## src/rtl/txq_pkg.sv

```systemverilog
package txq_pkg;
  // Strobes from control to datapath, one cycle each
  typedef struct packed {
    logic push;      // store wrData at the tail
    logic pop;       // advance the head, remember sent word
  } txqStrobe_t;
endpackage

```

## src/rtl/txq_ctrl.sv

```systemverilog
module txq_ctrl
  import txq_pkg::*;
#(
  parameter int DEPTH = 8,
  localparam int CW = $clog2(DEPTH + 1)
) (
  input  logic          clk,
  input  logic          rstN,
  input  logic          wrEn,
  input  logic          popReq,
  input  logic          clrStatus,
  input  logic [2:0]    reqCode,
  input  logic [2:0]    urgSetCode,
  input  logic [1:0]    regClrCode,
  output txqStrobe_t    strobe,
  output logic [CW-1:0] fillCount,
  output logic          dataReq,
  output logic          urgentFlag,
  output logic          urgentIrq,
  output logic          underrunErr,
  output logic          overflowErr
);
  localparam logic [CW-1:0] DEPTH_C = CW'(DEPTH);
  localparam logic [CW-1:0] QTR_C   = CW'(DEPTH / 4);
  localparam logic [CW-1:0] HALF_C  = CW'(2 * (DEPTH / 4));
  localparam logic [CW-1:0] TQ_C    = CW'(3 * (DEPTH / 4));

  logic [CW-1:0] freeSlots;
  logic isFull, isEmpty, underrunEv, overflowEv, setHit, clrHit;

  assign freeSlots  = DEPTH_C - fillCount;
  assign isFull     = (fillCount == DEPTH_C);
  assign isEmpty    = (fillCount == '0);
  assign strobe.push = wrEn && !isFull;
  assign strobe.pop  = popReq && !isEmpty;
  assign underrunEv = popReq && isEmpty;
  assign overflowEv = wrEn && isFull;

  always_comb begin
    unique case (reqCode)
      3'd1:    dataReq = !isFull;
      3'd2:    dataReq = freeSlots >= QTR_C;
      3'd3:    dataReq = freeSlots >= HALF_C;
      3'd4:    dataReq = freeSlots >= TQ_C;
      3'd5:    dataReq = isEmpty;
      default: dataReq = 1'b0;
    endcase
  end

  always_comb begin
    unique case (urgSetCode)
      3'd1:    setHit = freeSlots >= QTR_C;
      3'd2:    setHit = freeSlots >= HALF_C;
      3'd3:    setHit = freeSlots >= TQ_C;
      3'd4:    setHit = isEmpty;
      default: setHit = 1'b0;
    endcase
  end

  always_comb begin
    unique case (regClrCode)
      2'd0:    clrHit = isFull;
      2'd1:    clrHit = freeSlots <= QTR_C;
      2'd2:    clrHit = freeSlots <= HALF_C;
      default: clrHit = freeSlots <= TQ_C;
    endcase
  end

  always_ff @(posedge clk) begin
    if (!rstN) begin
      fillCount   <= '0;
      urgentFlag  <= 1'b0;
      urgentIrq   <= 1'b0;
      underrunErr <= 1'b0;
      overflowErr <= 1'b0;
    end else begin
      unique case ({strobe.push, strobe.pop})
        2'b10:   fillCount <= fillCount + 1'b1;
        2'b01:   fillCount <= fillCount - 1'b1;
        default: fillCount <= fillCount;
      endcase
      urgentIrq <= !urgentFlag && setHit;
      if (!urgentFlag) urgentFlag <= setHit;
      else if (clrHit) urgentFlag <= 1'b0;
      if (underrunEv)     underrunErr <= 1'b1;
      else if (clrStatus) underrunErr <= 1'b0;
      if (overflowEv)     overflowErr <= 1'b1;
      else if (clrStatus) overflowErr <= 1'b0;
    end
  end
endmodule

```

## src/rtl/txq_data.sv

```systemverilog
module txq_data
  import txq_pkg::*;
#(
  parameter int DEPTH  = 8,
  parameter int DATA_W = 16,
  localparam int AW = $clog2(DEPTH),
  localparam int CW = $clog2(DEPTH + 1)
) (
  input  logic              clk,
  input  logic              rstN,
  input  txqStrobe_t        strobe,
  input  logic [CW-1:0]     fillCount,
  input  logic              zeroOnUnderrun,
  input  logic [DATA_W-1:0] wrData,
  output logic [DATA_W-1:0] txWord
);
  localparam logic [AW-1:0] LAST_P = AW'(DEPTH - 1);

  logic [DATA_W-1:0] store [DEPTH];
  logic [AW-1:0]     wrPtr, rdPtr;
  logic [DATA_W-1:0] lastSent;

  always_ff @(posedge clk) begin
    if (strobe.push) store[wrPtr] <= wrData;
  end

  always_ff @(posedge clk) begin
    if (!rstN) begin
      wrPtr    <= '0;
      rdPtr    <= '0;
      lastSent <= '0;
    end else begin
      if (strobe.push) wrPtr <= (wrPtr == LAST_P) ? '0 : wrPtr + 1'b1;
      if (strobe.pop) begin
        rdPtr    <= (rdPtr == LAST_P) ? '0 : rdPtr + 1'b1;
        lastSent <= store[rdPtr];
      end
    end
  end

  always_comb begin
    if (fillCount != '0)    txWord = store[rdPtr];
    else if (zeroOnUnderrun) txWord = '0;
    else                    txWord = lastSent;
  end
endmodule

```

## src/rtl/txq_wm.sv

```systemverilog
module txq_wm
  import txq_pkg::*;
#(
  parameter int DEPTH  = 8,
  parameter int DATA_W = 16
) (
  input  logic              clk,
  input  logic              rstN,
  input  logic              wrEn,
  input  logic [DATA_W-1:0] wrData,
  input  logic              popReq,
  input  logic              clrStatus,
  input  logic [2:0]        reqCode,
  input  logic [2:0]        urgSetCode,
  input  logic [1:0]        regClrCode,
  input  logic              zeroOnUnderrun,
  output logic [DATA_W-1:0] txWord,
  output logic              dataReq,
  output logic              urgentFlag,
  output logic              urgentIrq,
  output logic              underrunErr,
  output logic              overflowErr
);
  localparam int CW = $clog2(DEPTH + 1);

  txqStrobe_t    strobe;
  logic [CW-1:0] fillCount;

  txq_ctrl #(.DEPTH(DEPTH)) u_ctrl (
    .clk(clk), .rstN(rstN), .wrEn(wrEn), .popReq(popReq),
    .clrStatus(clrStatus), .reqCode(reqCode), .urgSetCode(urgSetCode),
    .regClrCode(regClrCode), .strobe(strobe), .fillCount(fillCount),
    .dataReq(dataReq), .urgentFlag(urgentFlag), .urgentIrq(urgentIrq),
    .underrunErr(underrunErr), .overflowErr(overflowErr)
  );

  txq_data #(.DEPTH(DEPTH), .DATA_W(DATA_W)) u_data (
    .clk(clk), .rstN(rstN), .strobe(strobe), .fillCount(fillCount),
    .zeroOnUnderrun(zeroOnUnderrun), .wrData(wrData), .txWord(txWord)
  );
endmodule

```

## config.mk

```make
export PLATFORM = sky130hd
export DESIGN_NAME = txq_wm
export DESIGN_NICKNAME = d
export VERILOG_FILES = /design/src/rtl/txq_pkg.sv /design/src/rtl/txq_ctrl.sv /design/src/rtl/txq_data.sv /design/src/rtl/txq_wm.sv
export SDC_FILE = /design/constraint.sdc
export NUM_CORES = 1
export LEC_CHECK = 0
export BUFFER_PORTS_ARGS = -buffer_cell sky130_fd_sc_hd__buf_2
export CELL_PAD_IN_SITES_DETAIL_PLACEMENT = 0
export CELL_PAD_IN_SITES_GLOBAL_PLACEMENT = 2
export CORE_UTILIZATION = 40
export CTS_CLUSTER_SIZE = 30
export DETAILED_ROUTE_END_ITERATION = 10
export PLACE_DENSITY_LB_ADDON = 0.1
export REMOVE_ABC_BUFFERS = 1
export SLEW_MARGIN = 15
export SYNTH_ARGS = -nofsm -noshare
export SYNTH_HDL_FRONTEND = slang
export SYNTH_SLANG_ARGS = --single-unit
```

## constraint.sdc

```tcl
create_clock -name clk -period 5.6 [get_ports clk]
set_input_delay 0.56 -clock clk [delete_from_list [all_inputs] [get_ports clk]]
set_output_delay 0.56 -clock clk [all_outputs]
set_load 0.02 [all_outputs]
```

==> Word-level counts from Yosys, hierarchy flattened <==
Memories as Yosys holds them, arrays and structs flattened. A register that Yosys moved wholly into a read port is not among the register bits.
Cells that the tools add are included.
{ "totals": {"output_inout_bits": 21, "n_memories": 1, "inputBits": 30, "wordCells": 67, "ff_bits": 30, "ram_bits": 128} }
{ "op_classes": {"reduce_logical": 14, "eq_ne": 16, "addsub": 5, "n_mux": 17, "order_cmp": 6} }
{ "mem_list": {"columns": ["name", "words", "word_bits", "read_ports", "rd_ports_with_merged_regs", "wr", "line_no", "text"], "rows": [
  ["u_data.store", 8, 16, 1, 1, 1, "txq_data.sv:19", "logic [DATA_W-1:0] store [DEPTH];"]
]} }
{ "ops": {"columns": ["operator", "n"], "rows": [
  ["two-way mux 16 bit", 2],
  ["equality test 3 bit (second input constant)", 5],
  ["equality test 3 x 2 -> 1 bit (second input constant)", 4],
  ["two-way mux 3 bit", 4],
  [">= comparator 4 x 3 -> 1 bit (second input constant)", 2],
  ["less-or-equal comparator 4 x 3 -> 1 bit (second input constant)", 2],
  ["one-hot mux 4 bit (2 select lines)", 1],
  ["two-way mux 1 bit", 7],
  ["adder 3 x 1 -> 3 bit (second input constant)", 2],
  ["equality test 3 x 1 -> 1 bit (second input constant)", 2],
  ["nonzero test 2 bit", 3],
  ["logical AND 1 bit", 5],
  ["one-hot mux 1 bit (5 select lines)", 1],
  ["adder 4 x 1 -> 4 bit (second input constant)", 1],
  ["equality test 2 x 1 -> 1 bit (second input constant)", 2],
  ["equality test 2 bit (second input constant)", 2],
  ["equality test 4 bit (second input constant)", 1],
  [">= comparator 4 x 2 -> 1 bit (second input constant)", 1],
  ["less-or-equal comparator 4 x 2 -> 1 bit (second input constant)", 1],
  ["zero test 4 bit", 1],
  ["one-hot mux 1 bit (4 select lines)", 1],
  ["nonzero test 4 bit", 1],
  ["subtractor 4 x 1 -> 4 bit (second input constant)", 1],
  ["subtractor 4 bit (first input constant)", 1],
  ["other kinds (3)", 5]
]} }

==> Longest topological paths before layout <==
Gate-level depths: netlist (run 1).
{ "logic_depth": {"word_depth": 5, "mapped_depth": 15} }

==> By module <==
From an unflattened synthesis (run 1), not the netlist that was laid out.
{ "hier_totals": {"hier_cells": 474, "hier_area_um2": 6678.9} }
{ "by_module_without_submodules": {"columns": ["module", "cells_per_inst", "n_inst", "area_each_um2", "seq_area_each_um2"], "rows": [
  ["txq_data", 388, 1, 5992.0, 4344.2],
  ["txq_ctrl", 86, 1, 686.9, 160.2]
]} }

==> Worst setup path before layout (run 1) <==
Ideal clock, no wire load.
{ "synth_path": {"kind": "register to register", "from": "register u_ctrl.fillCount[0]", "to": "memory u_data.store[0][0] (enable)", "required_ns": 5.170, "arrival_ns": 2.801, "setup_ns": 0.430, "slack_ns": 2.369, "path_stages_with_launch": 8, "n_path_buf": 1, "cell_sequence": "dfxtp_1 buf_6 inv_1 ha_1 nor2b_1 nand2_1 nand2_1 nor4_1"} }
{ "synth_between": {"elab_chain_cells": 5} }
{ "synth_lines": {"columns": ["item", "line_no", "text"], "rows": [
  ["start: declaration", "txq_ctrl.sv:16", "output logic [CW-1:0] fillCount,"],
  ["start signal: assignment", "txq_ctrl.sv:78", "2'b10: fillCount <= fillCount + 1'b1;"],
  ["start signal: assignment", "txq_ctrl.sv:79", "2'b01: fillCount <= fillCount - 1'b1;"],
  ["start signal: assignment", "txq_ctrl.sv:80", "default: fillCount <= fillCount;"],
  ["equality test 4 bit", "txq_ctrl.sv:32", "assign isFull = (fillCount == DEPTH_C);"],
  ["zero test 1 bit", "txq_ctrl.sv:34", "assign strobe.push = wrEn && !isFull;"],
  ["logical AND 1 bit", "txq_ctrl.sv:34", null],
  ["two-way mux 1 bit", "txq_data.sv:24", "if (strobe.push) store[wrPtr] <= wrData;"],
  ["two-way mux 1 bit (not written as such)", "txq_data.sv:24", null],
  ["end: declaration", "txq_data.sv:19", null]
]} }
No other way between the ends.

==> flow_metrics.py, run 1 <==
metrics = {
    "placed_design": {
        "detailedPlace.worstSlack_ps": 2500,
        "port_buffers": 50,
        "dp_hpwl_um": 7700,
        "gp_routability_congestion": 0.742,
        "dp_cells": 656,
    },
    "final_layout": {
        "num-fill-cells": 1420,
        "n_antenna_cell": 0,
        "final_layout_size_suffix_gt1_share_pct": 27.3,
        "multi_input_comb_area_sq_um": 2030,
        "syn_to_final_growth_pct": 15.8,
        "nets": 499,
        "stdcell_count": 688,
        "regArea_sq_um": 4510,
    },
    "timing": {
        "finalWorstSetupSlack_ps": 2440,
        "max_slew.worst_pin.slew_ps": 629,
        "fin_crit_sh_pct": 56.4,
        "timing.final.setup_violations": 0,
        "slew_headroom_pct": 58.0,
        "grt_setup_unrepaired": "no",
        "final_number_of_hold_violating_endpoints": 0,
        "fin_worst_hold_slack_ps": 407,
        "tns_ps": 0,
        "worst_clock_skew_ps": 11.6,
        "drv_slew": 0,
        "peak_clock_frequency_supported_by_timing_mhz": 317,
        "post_layout_minimum_cycle_time_ps": 3160,
    },
    "hold_path": {
        "hold_path_class": "primary input to flop",
    },
    "critical_path": {
        "cp_slowest_cell": "mux4_2",
        "crit_fanout": 25,
        "critPathLaunchType": "flop",
        "cp_slowest_stage_delay_ps": 580,
        "worst_ep_arrival_ps": 2600,
        "worst_ep_required_time_ps": 5040,
        "cp_cell_sequence": "buf_4 -> mux4_2 -> mux2i_1 -> o21ai_0 -> buf_2",
        "critPathCaptureType": "primary output",
        "critPathKind": "flop to primary output",
    },
    "synthesis": {
        "syn-mean-instance-area_sq_um": 16.8,
        "ys_dominant_reg_cell": "edfxtp_1",
        "synth_edf_count": 128,
        "post_synthesis_sequential_area_ratio_pct": 67.1,
        "gate_count_post_synth": 399,
        "syn_area_sq_um": 6710,
        "yosysTopAreaCell": "edfxtp_1",
        "ys_top_cells_by_area": "edfxtp_1 (57%), mux4_2 (10%), dfxtp_1 (9.8%)",
        "yosys_warnings": 0,
        "synthDistinctLibCells": 43,
        "synth-async-reset-ratio_pct": 0,
        "yosysTopAreaCellShare_pct": 57.3,
        "synth-seq-cells": 161,
    },
    "drt": {
        "drt_drc_violations_left": 0,
        "route.detailed.wl_per_inst_um": 20.0,
        "final_antenna_net_count": 0,
        "drt-initial-drc-count": 279,
        "via_count": 3567,
        "routed_via_density": 5.18,
        "drt_pass1_iterations": 6,
        "routed_wl_um": 13800,
    },
    "floorplanning": {
        "i_o_pins": 51,
        "die-width_um": 132,
        "start_util_pct": 41.7,
        "die_height_um": 132,
        "floorplan.rows": 46,
        "die_area_sq_um": 17300,
        "floorplan_core_area_sq_um": 16100,
    },
    "clocking": {
        "cts_resized": 0,
        "clock-root-buffer": "clkbuf_16",
        "cts.repair_timing.setup_buffer_count": 0,
        "cts.htree.levels": 4,
        "numClockSinks": 161,
        "worst_setup_hold_path_clk_slew_ps": 60,
        "cts.path.max_buffers": 2,
        "cts_buffers": 17,
        "cts.hold.buffers_added": 0,
        "worst_skew_pair.late_latency_ps": 420,
        "cts_tree": "built",
    },
    "pwr": {
        "pwr_density_cell_nw_per_um2": 475,
        "vdd_ir_drop_max_mv": 0.245,
        "power.leakage_uw": 0.00278,
    },
    "global_routing": {
        "antenna_found_initial": 0,
        "grt_max_degree": 37,
        "grt-ovfl-total": 0,
        "total_routing_usage_gr_pct": 17.2,
        "grt_pass1_wl_um": 21500,
        "grt_pass1_vias": 3651,
    },
    "run": {
        "drv.max_cap_violation_count": 0,
    },
    "outcome": {
        "outcome": "completed",
    },
}
## cells in the mapped netlist, types with 5 or more instances
cell / number
edfxtp_1: 128
dfxtp_1: 33
ha_1: 9
buf_2: 6
nand2_1: 29
nor3_1: 6
clkbuf_1: 7
nand3b_1: 18
nor2_1: 8
nand2b_1: 5
nand3_1: 5
mux4_2: 30
nor2b_1: 8
mux2i_1: 19
o21ai_0: 22
o211a_1: 16
## kinds of logic (layout without fill, tap and decap cells)
logic type | after synthesis | count (layout) | synth area share, %
AO/OA/AOI/OAI | 53 | 53 | 5.82
multiplexers | 52 | 52 | 13.8
buffers and inverters | 26 | 99 | 3.08
adder cells (fa/ha/maj) | 10 | 10 | 1.98
XOR/XNOR | 7 | 7 | 0.913
flip-flops | 161 | 161 | 67.1
AND/OR/NAND/NOR | 90 | 90 | 7.27
## power breakdown
part           switching (uW)  total, uW  leakage [uW]  internal (uW)
combinational             614       1040       0.00106            425
sequential               79.2       1490       0.00143           1410
clock                     429       1160      0.000292            734
total                    1120       3690       0.00278           2570
## cells in the final DEF, fill, tap and decap left out, types with 3 or more instances in the layout
cell       instances
a21boi_0           3
and2_1             3
buf_2             50
buf_4             13
clkbuf_1           7
clkbuf_16         18
clkbuf_8           4
dfxtp_1           32
edfxtp_1         128
ha_1               9
inv_1              4
mux2i_1           19
mux4_2            30
nand2_1           29
nand2b_1           5
nand3_1            5
nand3b_1          18
nor2_1             8
nor2b_1            7
nor3_2             4
o211a_1           16
o21ai_0           22
or3_1              3
xnor2_1            4
xor2_1             3
## final cells by class
cell class,count,area share [%]
well taps,216,3.48
multi-input cells,212,26.1
repair buffers,63,4.48
inverters,4,0.193
clock inverters,3,0.886
flip-flops and latches,161,58.0
clock buffers,29,6.84
## metrics by stage
stage	utilization [%]	cell area [sq um]	total power (uW)
floorplan	-	6520	2220
global placement	44.5	7170	2560
detailed placement	44.5	7170	2570
CTS	48.2	7770	3740
global route	48.2	7770	3900
finish	48.2	7770	3690
## flip-flops by register name (all words and copies together), names as in the netlist, named ones only
name / cells
u_ctrl.underrunErr: 1
u_data.store: 128
u_ctrl.urgentFlag: 1
u_ctrl.urgentIrq: 1
u_data.lastSent: 16
u_data.wrPtr: 3
u_data.rdPtr: 3
u_ctrl.overflowErr: 1
u_ctrl.fillCount: 4
## metal layers
metal  GRT usage [%]  vias to the layer above  part of all wire (%)
met5               0                        -                     0
met4            6.59                        0                   1.6
met3            3.97                       18                   4.4
li1                -                     1686                     -
met1            22.0                     1787                    46
met2            28.3                       76                    48
## worst paths after layout
path	cells past startpoint	slack, ps	start	end
max	5	2440	flop	txWord[11]
min	1	410	wrData[6]	u_data.store[1][6]$_DFFE_PP_
max reg2reg	12	2510	u_ctrl.fillCount[0]$_SDFFE_PN0P_	u_ctrl.fillCount[3]$_SDFFE_PN0P_
min reg2reg	1	490	u_data.lastSent[3]$_SDFFE_PN0N_	u_data.lastSent[3]$_SDFFE_PN0N_
## worst max-delay path, delay by kind of cell, from the launching register on
kind,cells,cell delay [ps]
buf+inv,2,740
flops,1,490
compound gates,1,160
mux,2,770
Power figures use the tool's default switching activity.
==> run 2: changes to the inputs <==
==> constraint.sdc (replaced) <==
create_clock -name clk -period 2.78 [get_ports clk]
set_input_delay 0.278 -clock clk [delete_from_list [all_inputs] [get_ports clk]]
set_output_delay 0.278 -clock clk [all_outputs]
set_load 0.02 [all_outputs]
==> run 2 against run 1 <==
  * Final area up 0.14%
  * Non-clock buffer count up 3
  * Critical path type is now flop to flop
  * Power up 99%
  * Flip-flop and latch count unchanged
  * Via count up 1.2%
  * Critical endpoint is now u_ctrl.fillCount[3]$_SDFFE_PN0P_
  * Wire length down 0.56%
  * Clock power up 94%
  * Final cell count up 0.44%
  * Sequential power up 99%
  * Core utilization up 0.070 points
  * Clock skew down 3.5 ps
==> flow_metrics.py, run 2 (synthesis results as in run 1) <==
metrics = {
    "outcome": {
        "outcome": "completed",
    },
    "global_routing": {
        "total_routing_usage_gr_pct": 17.0,
        "grt_pass1_wl_um": 21300,
        "grt-ovfl-total": 0,
        "grt_pass1_vias": 3639,
        "use_met3_pct": 4.63,
        "gr-usage-met2_pct": 27.7,
        "grt_max_degree": 36,
        "global_route.usage.met1_pct": 22.3,
        "antenna_found_initial": 0,
        "grt.busiest_layer": "met2",
    },
    "timing": {
        "grt_setup_unrepaired": "no",
        "peak_clock_frequency_supported_by_timing_mhz": 395,
        "post_layout_minimum_cycle_time_ps": 2530,
        "fin_worst_hold_slack_ps": 127,
        "worst_clock_skew_ps": 8.07,
        "max_slew.worst_pin.slew_ps": 675,
        "drv_slew": 0,
        "timing.final.setup_violations": 0,
        "final_number_of_hold_violating_endpoints": 0,
        "slew_headroom_pct": 55.0,
        "tns_ps": 0,
        "fin_crit_sh_pct": 91.2,
    },
    "clocking": {
        "cts.hold.buffers_added": 0,
        "cts_buffers": 17,
        "clock-root-buffer": "clkbuf_16",
        "worst_setup_hold_path_clk_slew_ps": 60,
        "numClockSinks": 161,
        "cts.htree.levels": 4,
        "cts_tree": "built",
        "cts.path.max_buffers": 2,
        "worst_skew_pair.late_latency_ps": 420,
    },
    "pwr": {
        "power.leakage_uw": 0.00279,
        "vdd_ir_drop_max_mv": 0.479,
        "pwr_density_cell_nw_per_um2": 946,
    },
    "critical_path": {
        "crit_fanout": 7,
        "worstReg2RegStart": "u_ctrl.fillCount[1]$_SDFFE_PN0P_",
        "reg2reg_slack_ps": 250,
        "cp_slowest_cell": "dfxtp_2",
        "worst_ep_required_time_ps": 3130,
        "critPathLaunchType": "flop",
        "critical_path.reg2reg.endpoint": "u_ctrl.fillCount[3]$_SDFFE_PN0P_",
        "reg2reg_depth": 12,
        "worst_path_most_repeated_cell": "ha_1",
        "critPathKind": "flop to flop",
        "crit_buf_inv": 1,
        "cp_slowest_stage_delay_ps": 350,
        "cp_cell_sequence": "inv_1 -> ha_1 -> nor2b_1 -> nand2_1 -> nand2_1 -> ha_1 -> ha_1 -> a21o_1 -> a21oi_1 -> xnor2_1 -> or3_1 -> a21boi_1",
        "worst_ep_arrival_ps": 2880,
        "critPathCaptureType": "flop",
        "path_delay_family": "simple AND/OR/NAND/NOR gates",
    },
    "final_layout": {
        "stdcell_count": 691,
        "regMostFlops": "u_data.store",
        "n_antenna_cell": 0,
        "final_layout_size_suffix_gt1_share_pct": 29.3,
        "mostFrequentLayoutCell": "edfxtp_1",
        "syn_to_final_growth_pct": 15.9,
        "layout_top_registers": "u_data.store x128, u_data.lastSent x16, u_ctrl.fillCount x4",
        "nets": 502,
        "postLayoutCellArea_sq_um": 7780,
        "layout_common_cells": "edfxtp_1 (128), buf_2 (50), dfxtp_1 (31), mux4_2 (30), nand2_1 (29)",
        "number_of_flip_flops_in_the_largest_register": 128,
    },
    "drt": {
        "via_count": 3610,
        "drt_pass1_iterations": 4,
        "routed_wl_um": 13700,
        "final_antenna_net_count": 0,
        "drt_drc_violations_left": 0,
        "drt-initial-drc-count": 253,
        "routed_via_density": 5.22,
        "route.detailed.wl_per_inst_um": 19.8,
    },
    "hold_path": {
        "hold_path_class": "primary input to flop",
        "worstHoldStart": "wrData[7]",
        "holdPathStages": 1,
        "timing.hold.worst_endpoint": "u_data.store[4][7]$_DFFE_PP_",
    },
    "floorplanning": {
        "start_util_pct": 41.7,
        "die_area_sq_um": 17300,
        "floorplan_core_area_sq_um": 16100,
        "die_height_um": 132,
        "die-width_um": 132,
        "floorplan.rows": 46,
        "i_o_pins": 51,
    },
    "placed_design": {
        "gp_routability_congestion": 0.718,
        "dpl-instance-area_sq_um": 7200,
        "dp_cells": 659,
        "port_buffers": 50,
        "dp_hpwl_um": 7800,
    },
    "run": {
        "drv.max_cap_violation_count": 0,
    },
}
==> run 2: cell types whose count changed in the layout (fill, tap and decap cells not counted), sizes merged <==
cell,before,now
inv,5,11
clkinv,0,3
bufinv,2,1
clkbuf,29,18
buf,63,66
clkinvlp,0,3
==> run 2: how the worst max path moves through the flow <==
stage | start | to | slack (ps) | cells past startpoint
final | u_ctrl.fillCount[1]$_SDFFE_PN0P_ | u_ctrl.fillCount[3]$_SDFFE_PN0P_ | 250 | 12
after global routing | u_ctrl.fillCount[1]$_SDFFE_PN0P_ | u_ctrl.fillCount[3]$_SDFFE_PN0P_ | 30 | 12
after CTS | u_ctrl.fillCount[1]$_SDFFE_PN0P_ | u_ctrl.fillCount[3]$_SDFFE_PN0P_ | 190 | 12
after detailed placement | u_ctrl.fillCount[1]$_SDFFE_PN0P_ | u_ctrl.fillCount[3]$_SDFFE_PN0P_ | 220 | 12
after global placement | u_ctrl.fillCount[1]$_SDFFE_PN0P_ | u_ctrl.fillCount[3]$_SDFFE_PN0P_ | 270 | 12
after floorplan | u_ctrl.fillCount[0]$_SDFFE_PN0P_ | u_ctrl.fillCount[3]$_SDFFE_PN0P_ | -1110 | 12
==> run 2: what timing repair did <==
action	CTS	global route
resized for setup	0	1
buffers inserted	0	0
setup endpoints to repair	0	1
==> run 2: layout make-up <==
cell class,instances,area [sq um]
inverters,4,15.0
flip-flops and latches,161,4510
multi-input cells,212,2030
clock inverters,14,146
repair buffers,66,383
well taps,216,270
clock buffers,18,429
fillers,1415,8330
==> run 2: metrics by stage <==
stage | utilization (%) | setup WS, ps | power [uW]
floorplan | - | -1110 | 4470
global placement | 44.7 | 268 | 5190
detailed placement | 44.7 | 218 | 5210
CTS | 48.3 | 188 | 7480
global route | 48.3 | 31.8 | 7770
finish | 48.3 | 246 | 7360
==> run 2: report_power, final <==
part | internal [uW] | switching, uW
Clock | 1270 | 984
Combinational | 885 | 1260
Sequential | 2840 | 126
==> run 2: metal layers <==
metal	wire [um]	vias up	part of all wire, %
li1	-	1692	-
met2	6730	88	49
met5	0	-	0
met3	792	8	5.8
met4	79	0	0.58
met1	6070	1822	44
==> run 3: changes to the inputs <==
--- a/config.mk
+++ b/config.mk
@@ -5,12 +5,12 @@
 export SDC_FILE = /design/constraint.sdc
 export NUM_CORES = 1
 export LEC_CHECK = 0
-export BUFFER_PORTS_ARGS = -buffer_cell sky130_fd_sc_hd__buf_2
 export CELL_PAD_IN_SITES_DETAIL_PLACEMENT = 0
 export CELL_PAD_IN_SITES_GLOBAL_PLACEMENT = 2
 export CORE_UTILIZATION = 40
 export CTS_CLUSTER_SIZE = 30
 export DETAILED_ROUTE_END_ITERATION = 10
+export DONT_BUFFER_PORTS = 1
 export PLACE_DENSITY_LB_ADDON = 0.1
 export REMOVE_ABC_BUFFERS = 1
 export SLEW_MARGIN = 15
==> run 3 against run 2 <==
  * Non-clock buffer count is 15 lower
  * Clock skew is 0.68 ps lower
  * Die area stayed put
  * Flip-flop and latch count stayed put
  * Setup slack better by 34 ps
  * Fmax is 1.3% higher
  * First-iteration DRC count is 36% lower
  * Global-route usage is 0.25 points higher
  * Largest cell class unchanged
  * Final area is 1.5% higher
==> flow_metrics.py, run 3 (synthesis results as in run 1) <==
metrics = {
    "final_layout": {
        "mostFrequentLayoutCell": "edfxtp_1",
        "syn_to_final_growth_pct": 17.7,
        "layout_top_registers": "u_data.store x128, u_data.lastSent x16, u_ctrl.fillCount x4",
        "number_of_flip_flops_in_the_largest_register": 128,
        "nets": 487,
        "stdcell_count": 678,
        "regMostFlops": "u_data.store",
        "final_layout_size_suffix_gt1_share_pct": 23.0,
        "layout_common_cells": "edfxtp_1 (128), buf_4 (32), dfxtp_1 (31), mux4_2 (30), nand2_1 (29)",
        "postLayoutCellArea_sq_um": 7900,
    },
    "pwr": {
        "vdd_ir_drop_max_mv": 0.551,
        "net-switching-power_uw": 2380,
        "internal_power_uw": 5280,
        "power.leakage_uw": 0.00276,
        "pwr_density_cell_nw_per_um2": 969,
        "share_seq_of_total_power_pct": 39.1,
        "clock_power_share_pct": 31.8,
        "combinational_fraction_of_design_power_pct": 29.1,
        "sw_frac_of_total_pct": 31.1,
    },
    "critical_path": {
        "critPathCaptureType": "flop",
        "worstReg2RegStart": "u_ctrl.fillCount[1]$_SDFFE_PN0P_",
        "cp_cell_sequence": "inv_1 -> ha_1 -> nor2b_1 -> nand2_1 -> nand2_1 -> ha_1 -> ha_1 -> a21o_1 -> a21oi_1 -> xnor2_1 -> or3_1 -> a21boi_1",
        "worst_ep_arrival_ps": 2850,
        "cp_slowest_stage_delay_ps": 390,
        "crit_fanout": 7,
        "worst_path_most_repeated_cell": "ha_1",
        "cp_slowest_cell": "dfxtp_2",
        "reg2reg_slack_ps": 280,
        "reg2reg_depth": 12,
        "critical_path.reg2reg.endpoint": "u_ctrl.fillCount[3]$_SDFFE_PN0P_",
        "worst_ep_required_time_ps": 3130,
        "critPathKind": "flop to flop",
        "critPathLaunchType": "flop",
    },
    "timing": {
        "worst_clock_skew_ps": 7.39,
        "finalWorstSetupSlack_ps": 279,
        "fin_crit_sh_pct": 90.0,
        "grt_setup_unrepaired": "no",
        "fin_worst_hold_slack_ps": 29.4,
        "drv_slew": 0,
        "timing.final.setup_violations": 0,
        "slew_headroom_pct": 25.5,
        "post_layout_minimum_cycle_time_ps": 2500,
        "final_number_of_hold_violating_endpoints": 0,
        "tns_ps": 0,
        "peak_clock_frequency_supported_by_timing_mhz": 400,
        "max_slew.worst_pin.slew_ps": 1110,
    },
    "floorplanning": {
        "die_height_um": 132,
        "floorplan.rows": 46,
        "die_area_sq_um": 17300,
        "i_o_pins": 51,
        "die-width_um": 132,
        "floorplan_core_area_sq_um": 16100,
        "start_util_pct": 41.7,
    },
    "drt": {
        "drt_drc_violations_left": 0,
        "drt_pass1_iterations": 4,
        "final_antenna_net_count": 0,
        "route.detailed.wl_per_inst_um": 20.6,
        "routed_wl_um": 13900,
        "drt-initial-drc-count": 163,
        "routed_via_density": 5.24,
        "via_count": 3555,
    },
    "global_routing": {
        "grt_max_degree": 36,
        "grt-ovfl-total": 0,
        "grt_pass1_vias": 3708,
        "grt_pass1_wl_um": 21500,
        "antenna_found_initial": 2,
        "total_routing_usage_gr_pct": 17.2,
    },
    "clocking": {
        "worst_setup_hold_path_clk_slew_ps": 70,
        "cts.path.max_buffers": 2,
        "cts.htree.levels": 4,
        "cts_buffers": 17,
        "numClockSinks": 161,
        "clock-root-buffer": "clkbuf_16",
        "worst_skew_pair.late_latency_ps": 420,
        "cts.repair_timing.setup_buffer_count": 0,
        "cts_tree": "built",
    },
    "placed_design": {
        "dp_hpwl_um": 7770,
        "dpl-instance-area_sq_um": 7090,
        "dp_cells": 626,
        "detailedPlace.worstSlack_ps": 200,
        "gp_routability_congestion": 0.726,
        "port_buffers": 0,
    },
    "hold_path": {
        "worstHoldStart": "rstN",
        "holdPathStages": 1,
        "hold_path_class": "primary input to flop",
    },
    "outcome": {
        "outcome": "completed",
    },
    "run": {
        "drv.max_cap_violation_count": 0,
    },
}
-- run 3: how the worst max path moves through the flow --
stage / from / endpoint / slack (ps)
3_5_place_dp: u_ctrl.fillCount[1]$_SDFFE_PN0P_ / u_ctrl.fillCount[3]$_SDFFE_PN0P_ / 200
5_1_grt: u_ctrl.fillCount[1]$_SDFFE_PN0P_ / u_ctrl.fillCount[3]$_SDFFE_PN0P_ / 90
3_3_place_gp: u_ctrl.fillCount[1]$_SDFFE_PN0P_ / u_ctrl.fillCount[3]$_SDFFE_PN0P_ / 280
4_1_cts: u_ctrl.fillCount[1]$_SDFFE_PN0P_ / u_ctrl.fillCount[3]$_SDFFE_PN0P_ / 180
6_report: u_ctrl.fillCount[1]$_SDFFE_PN0P_ / u_ctrl.fillCount[3]$_SDFFE_PN0P_ / 280
2_1_floorplan: u_ctrl.fillCount[0]$_SDFFE_PN0P_ / u_ctrl.fillCount[3]$_SDFFE_PN0P_ / -1110
-- run 3: stage by stage --
stage | total power [uW] | utilization (%)
floorplan | 4470 | -
global route | 8050 | 49.0
global placement | 5250 | 44.0
detailed placement | 5270 | 44.0
CTS | 7770 | 49.0
finish | 7650 | 49.0
-- run 3: layer usage --
layer	vias to the layer above	part of all wire, %	GRT usage [%]
li1	1662	-	-
met1	1813	44	21.2
met2	70	51	29.7
met3	10	4.4	4.71
met4	0	0.88	4.65
met5	-	0	0
-- run 3: area by class of cell --
type | count | area, sq um
Antenna cell | 2 | 5.00
Timing Repair Buffer | 51 | 440
Tap cell | 216 | 270
Clock buffer | 18 | 429
Multi-Input combinational cell | 212 | 2040
Sequential cell | 161 | 4510
Clock inverter | 14 | 195
Inverter | 4 | 15.0
Fill cell | 1400 | 8220
-- run 3: what timing repair did --
action | CTS | global route
hold buffers | 18 | 0
resized for setup | 0 | 1
endpoints found under the hold margin | 151 | 0
endpoints found under the setup margin | 0 | 1
-- run 3: power by group through the flow --
stage                     Sequential, uW  Clock (uW)  Combinational, uW
after global placement              3030           0               2220
after global routing                3010        2580               2450
after floorplan                     3110           0               1360
after detailed placement            3040           0               2230
final                               2990        2430               2230
after CTS                           2990        2490               2280
-- run 3: critical path: cells and delay by family, from the launching register on --
family | cells | cell delay [ps]
AO/OA/AOI/OAI | 3 | 490
adder cells (fa/ha/maj) | 3 | 740
flip-flops | 1 | 390
XOR/XNOR | 1 | 90
AND/OR/NAND/NOR | 4 | 620
buffers and inverters | 1 | 90
